--- config.mk ---
export PLATFORM = sky130hd
export DESIGN_NAME = sar_seq
export DESIGN_NICKNAME = d
export VERILOG_FILES = /design/src/rtl/sar_pkg.sv /design/src/rtl/sar_start_det.sv /design/src/rtl/sar_ctrl.sv /design/src/rtl/sar_bits.sv /design/src/rtl/sar_clk_gate.sv /design/src/rtl/sar_seq.sv
export SDC_FILE = /design/constraint.sdc
export NUM_CORES = 1
export LEC_CHECK = 0
export BUFFER_PORTS_ARGS = -buffer_cell sky130_fd_sc_hd__buf_2
export CAP_MARGIN = 10
export CORE_MARGIN = 1
export CORE_UTILIZATION = 45
export DETAILED_ROUTE_END_ITERATION = 8
export PLACE_DENSITY = 0.7
export RECOVER_POWER = 25
export SYNTH_ARGS = -nofsm -noshare
export SYNTH_HDL_FRONTEND = slang
export SYNTH_SLANG_ARGS = --single-unit
--- constraint.sdc ---
create_clock -name clk_i -period 1.9 [get_ports clk_i]
set_clock_uncertainty 0.15 [all_clocks]
set_input_delay 0.19 -clock clk_i [delete_from_list [all_inputs] [get_ports clk_i]]
set_output_delay 0.19 -clock clk_i [all_outputs]
set_load 0.01 [all_outputs]
--- src/rtl/sar_pkg.sv ---
package sar_pkg;

   // Resolution code to number of converted bits.
   function automatic int unsigned res_len(input logic [2:0] code, input int unsigned nb);
      case (code)
         3'd1:    res_len = nb - 1;
         3'd2:    res_len = nb - 2;
         3'd3:    res_len = nb - 3;
         3'd4:    res_len = nb - 4;
         3'd5:    res_len = nb - 6;
         3'd6:    res_len = nb - 8;
         default: res_len = nb;
      endcase
   endfunction

endpackage

--- src/rtl/sar_start_det.sv ---
module sar_start_det (
   input  logic clk_i,
   input  logic rst_ni,
   input  logic start_i,
   output logic fall_o
);
   logic start_q;

   always_ff @(posedge clk_i or negedge rst_ni) begin
      if (!rst_ni) start_q <= 1'b0;
      else         start_q <= start_i;
   end

   assign fall_o = start_q & ~start_i;
endmodule

--- src/rtl/sar_ctrl.sv ---
module sar_ctrl #(
   parameter int unsigned NBITS = 16,
   localparam int unsigned SW   = $clog2(NBITS + 1)
) (
   input  logic          clk_i,
   input  logic          rst_ni,
   input  logic          fall_i,
   input  logic [2:0]    res_sel_i,
   output logic          go_o,
   output logic          busy_o,
   output logic [SW-1:0] step_o,
   output logic [SW-1:0] nlen_o
);
   import sar_pkg::*;

   assign go_o = fall_i & ~busy_o;

   always_ff @(posedge clk_i or negedge rst_ni) begin
      if (!rst_ni) begin
         busy_o <= 1'b0;
         step_o <= '0;
         nlen_o <= SW'(NBITS);
      end else if (go_o) begin
         busy_o <= 1'b1;
         step_o <= '0;
         nlen_o <= SW'(res_len(res_sel_i, NBITS));
      end else if (busy_o) begin
         if (step_o == nlen_o) busy_o <= 1'b0;
         else                  step_o <= step_o + 1'b1;
      end
   end
endmodule

--- src/rtl/sar_bits.sv ---
module sar_bits #(
   parameter int unsigned NBITS    = 16,
   parameter bit          CMP_HIGH = 1'b1,
   localparam int unsigned SW      = $clog2(NBITS + 1)
) (
   input  logic             clk_i,
   input  logic             rst_ni,
   input  logic             go_i,
   input  logic             busy_i,
   input  logic [SW-1:0]    step_i,
   input  logic [SW-1:0]    nlen_i,
   input  logic             cmp_i,
   output logic [NBITS-1:0] word_o
);
   logic keep;

   generate
      if (CMP_HIGH) begin : g_cmp_pos
         assign keep = cmp_i;
      end else begin : g_cmp_neg
         assign keep = ~cmp_i;
      end
   endgenerate

   // Bit number b (1 = MSB) sits at index NBITS-b.
   for (genvar i = 0; i < NBITS; i++) begin : g_bit
      localparam int unsigned B = NBITS - i;
      logic arm, decide;
      assign arm    = busy_i && (step_i == SW'(B - 1)) && (SW'(B) <= nlen_i);
      assign decide = busy_i && (step_i == SW'(B));

      always_ff @(posedge clk_i or negedge rst_ni) begin
         if (!rst_ni)     word_o[i] <= 1'b1;
         else if (go_i)   word_o[i] <= 1'b1;
         else if (decide) word_o[i] <= ~keep;
         else if (arm)    word_o[i] <= 1'b0;
      end
   end
endmodule

--- src/rtl/sar_clk_gate.sv ---
module sar_clk_gate (
   input  logic clk_i,
   input  logic rst_ni,
   input  logic en_i,
   output logic gclk_o
);
   logic en_n;

   // Enable changes only while clk_i is low, so the gated output never glitches.
   always_ff @(negedge clk_i or negedge rst_ni) begin
      if (!rst_ni) en_n <= 1'b0;
      else         en_n <= en_i;
   end

   assign gclk_o = clk_i & en_n;
endmodule

--- src/rtl/sar_seq.sv ---
module sar_seq #(
   parameter int unsigned NBITS    = 16,
   parameter bit          CMP_HIGH = 1'b1
) (
   input  logic             clk_i,
   input  logic             rst_ni,
   input  logic             start_i,
   input  logic [2:0]       res_sel_i,
   input  logic             cmp_i,
   output logic             busy_o,
   output logic             gclk_o,
   output logic [NBITS-1:0] data_o
);
   localparam int unsigned SW = $clog2(NBITS + 1);

   generate
      if (NBITS < 9 || NBITS > 64) begin : g_bad_width
         $error("sar_seq: NBITS must be within 9..64");
      end
   endgenerate

   logic          fall, go;
   logic [SW-1:0] step, nlen;

   sar_start_det u_det (
      .clk_i   (clk_i),
      .rst_ni  (rst_ni),
      .start_i (start_i),
      .fall_o  (fall)
   );

   sar_ctrl #(.NBITS(NBITS)) u_ctrl (
      .clk_i     (clk_i),
      .rst_ni    (rst_ni),
      .fall_i    (fall),
      .res_sel_i (res_sel_i),
      .go_o      (go),
      .busy_o    (busy_o),
      .step_o    (step),
      .nlen_o    (nlen)
   );

   sar_bits #(.NBITS(NBITS), .CMP_HIGH(CMP_HIGH)) u_bits (
      .clk_i  (clk_i),
      .rst_ni (rst_ni),
      .go_i   (go),
      .busy_i (busy_o),
      .step_i (step),
      .nlen_i (nlen),
      .cmp_i  (cmp_i),
      .word_o (data_o)
   );

   sar_clk_gate u_gate (
      .clk_i  (clk_i),
      .rst_ni (rst_ni),
      .en_i   (busy_o),
      .gclk_o (gclk_o)
   );
endmodule

# After elaboration in Yosys (flattened, before gate mapping)
# Cells that the tools add are included.
# word_totals
ff_bits,29
latch_bits,0
ramBits,0
rom_bits,0
inputBits,7
out_inout_bits,18
word_cells,175
mem_count,0
# op_classes
n_addsub,1
multipliers,0
div,0
order_cmp,16
n_eq_ne,24
n_shift,0
muxes,55
bitwise,6
reduce_logical,52
# ops
op,count
$mux W1,51
$reduce_bool A3 Y1,16
$eq A5 B4 Y1 const B,8
$le A4 B5 Y1 const A,8
$logic_and A1 B1 Y1,33
$pmux W5 S6,1
$eq A5 B3 Y1 const B,4
$le A3 B5 Y1 const A,4
$mux W5,3
$eq A5 B2 Y1 const B,2
$le A2 B5 Y1 const A,2
$eq A3 B3 Y1 const B,3
$eq A3 B2 Y1 const B,2
$add A5 B1 Y5 const B,1
$eq A5 B1 Y1 const B,1
$eq A5 B5 Y1,1
$eq A5 B5 Y1 const B,1
$le A1 B5 Y1 const A,1
$le A5 B5 Y1 const A,1
$logic_not A5 Y1,1
$and A1 B1 Y1,3
$eq A3 B1 Y1 const B,1
$not A1 Y1,3
$ne A2 B2 Y1 const B,1
2 further kinds,2

# Longest topological paths before layout
# logic_depth
ltp_word,6
mapped_depth,7
depth_no_buf,6

# Modules after synthesis
# A second synthesis with hierarchy kept.
# hier_totals
cells_unflattened,194
area_unflattened_um2,1816.7
# by_module_without_submodules
module,instances,cells_each,area_per_inst_um2,seq_area_each_um2
sar_bits,1,120,1081.0,420.4
sar_ctrl,1,70,665.6,276.5
sar_start_det,1,2,38.8,25.0
sar_clk_gate,1,2,31.3,25.0

==> results.txt <==
Setup violations, final = 2
Die Height = 63.56 µm
Yosys warning count = 0
Cells after Synth = 176
Post-layout util = 56.46%
WP data required = 1560 ps
Starting Density = 46.58%
Endpoint type of the worst setup path = output pin
Dpl ws = 33.15 ps
Max-cap viol count = 0
Post-Syn Area per Cell = 9.690 µm²
Initial antenna violation count = 0
Worst reg2reg path depth = 4
Part of the Yosys area used for sequential elements = 43.80%
Violated checks = setup timing
R2R Path End = u_ctrl.step_o[1]$_DFFE_PN0P_
Yosys cell types = 44
Unrepaired setup endpoints after global routing = yes
FF-to-FF Start = u_ctrl.step_o[2]$_DFFE_PN0P_
TritonCTS clock tree = done
Total track usage = 21.91%
Final hold viol count = 0
Pwr/cell area = 1819 nW/µm²
Site Rows = 22
RD Place Congestion = 0.8618
Worst VDD drop = 0.6737 mV
Post-detailed-route via-to-cell ratio = 5.595
Layout area overhead = 21.20%
Worst R2R Setup Slack = 150 ps
ANT cells = 0
Pwr Total = 3.760 mW
Ports = 25
Area of the core = 3661 µm²
Worst setup path class = reg2out
Die ar. = 4040 µm²
Worst Hold Class = in2reg
Nets@finish = 222
Vias in the first global route = 1425
Startpoint Class = flop
LEAKAGE = 0.8569 nW
Slew HR = 53.88%
Largest net degree at the start of global routing = 29
Setup WS post-layout = -399.2 ps
Least-Margin Pin Slew = 691.8 ps
Critical Path AT = 1960 ps
IO buf count = 24
DR vias = 1449
DP HPWL = 2606 µm
Synthesized cell area = 1705 µm²
Insertion delay to the later sink of the worst-skew pair = 390 ps
Worst min-delay path endpoint = u_ctrl.nlen_o[1]$_DFFE_PN0P_
Slew Limit Fails = 0
Status = finished, violations left
Share of flip-flops with an asynchronous set or reset = 100.0%
Crit Path Max Fanout = 1
Top FF cell, synth = dfstp_2
Crit-path max cell delay = 380 ps
WL per Instance = 14.88 µm
Drt first pass iters = 4
Synthesized flop and latch total = 29
Post-synth EDFFs = 0
Hold Crit Depth = 3
Worst Hold Margin = 18.54 ps
GRT overflow = 0
Proportion of layout cells with a drive suffix above 1 = 31.75%
DRT iter0 DRCs = 49
Fin Setup TNS = -399.2 ps
First-pass GRT wire length = 6548 µm
Clock-pin transition on the worst setup and hold timing paths = 60 ps
Post CTS Setup Buffer Count = 0
Hold Path Origin = res_sel_i[1]
DRC errors left = 0
Critical path's slowest cell = dfrtn_1
Final wirelength = 3854 µm
Synth Net Count = 188
Die X = 63.56 µm
Crit-path cells = and2_4 > buf_6
DRT antenna net count = 0
## where the power goes
| part | switching (mW) | internal (mW) | leakage [nW] |
|---|---|---|---|
| registers | 0.311 | 1.01 | 0.321 |
| clock network | 0.275 | 0.452 | 0.0718 |
| logic | 0.903 | 0.805 | 0.464 |
| total | 1.49 | 2.27 | 0.857 |
## final cells by class
cell class | instances | area [µm²]
Clock buffer | 12 | 132.6
Multi-Input combinational cell | 129 | 880.8
Tap cell | 48 | 60.06
Fill cell | 340 | 1594
Inverter | 4 | 15.01
Sequential cell | 29 | 748.2
Timing Repair Buffer | 37 | 230.2
## how the worst max path moves through the flow
| stage | from | endpoint | depth (start not counted) |
|---|---|---|---|
| global route | u_gate.en_n$_DFF_NN0_ | gclk_o | 2 |
| finish | u_gate.en_n$_DFF_NN0_ | gclk_o | 2 |
| floorplan | u_gate.en_n$_DFF_NN0_ | gclk_o | 1 |
| CTS | u_gate.en_n$_DFF_NN0_ | gclk_o | 2 |
| detailed placement | u_gate.en_n$_DFF_NN0_ | gclk_o | 2 |
| global placement | u_gate.en_n$_DFF_NN0_ | gclk_o | 2 |
## critical path: cells and delay by family, from the launching register on
family | cells | cell delay [ps]
and+or+nand+nor | 1 | 130
buffers and inverters | 1 | 90
DFF | 1 | 380
## cell families after synthesis
logic type      after synthesis  share of synthesized area [%]
flops                        29                          43.80
mux                           5                          3.228
fa+ha+maj                     5                          3.668
buf+inv                      18                          4.695
simple gates                 63                          19.74
compound gates               50                          21.79
xor+xnor                      6                          3.081
## Yosys cell counts, drive strengths merged, types with 2 or more instances
cell type	number	area, µm²
o21ai	4	31.28
nor2b	2	12.51
nor2	8	30.03
nor3	2	10.01
a211o	2	17.52
inv	4	15.01
clkbuf	9	33.78
nand2	21	78.83
nand4	2	18.77
a31oi	2	12.51
xnor2	5	43.79
and3b	4	40.04
and2	2	12.51
nand3	12	60.06
buf	5	31.28
dfstp	17	446.7
o21a	3	22.52
ha	5	62.56
o211ai	26	200.2
nand3b	2	15.01
dfrtp	11	275.3
nand2b	2	12.51
a21oi	6	30.03
mux2i	4	40.04
## cells in the final DEF, fill, tap and decap left out, drive strengths merged, types with 3 or more instances in the layout
cell and n:
o21ai 4, a21oi 6, clkbuf 14, dlygate4sd3 6, nand3 12, mux2i 4
nand2 21, dfstp 17, o21a 3, xnor2 5, inv 4, ha 5
nor2 8, and3b 4, o211ai 26, buf 29, dfrtp 11
## flip-flops by register name (all words and copies together), names as in the netlist
| signal | cells |
|---|---|
| u_det.start_q | 1 |
| u_ctrl.step_o | 5 |
| u_bits.word_o | 16 |
| u_ctrl.nlen_o | 5 |
| u_ctrl.busy_o | 1 |
| u_gate.en_n | 1 |
## timing repair
item,in CTS,in global routing
hold endpoints to repair,31,0
endpoints found under the setup margin,2,3
hold buffers,6,0
resized for setup,0,3
## per-layer routing
layer	share of wire (%)	vias up	wire (µm)	track usage (%)
met5	0	-	0	0
met2	49	45	1878	33.38
met1	45	682	1719	26.31
met4	2.4	0	93	13.92
met3	4.2	12	163	7.246
li1	-	710	-	-
## metrics by stage
| stage | instances | instance area, µm² |
|---|---|---|
| 2_1_floorplan | 176 | 1705 |
| 3_3_place_gp | 242 | 1881 |
| 3_5_place_dp | 242 | 1881 |
| 4_1_cts | 259 | 2062 |
| 5_1_grt | 259 | 2067 |
| 6_report | 259 | 2067 |
Power figures use the tool's default switching activity.
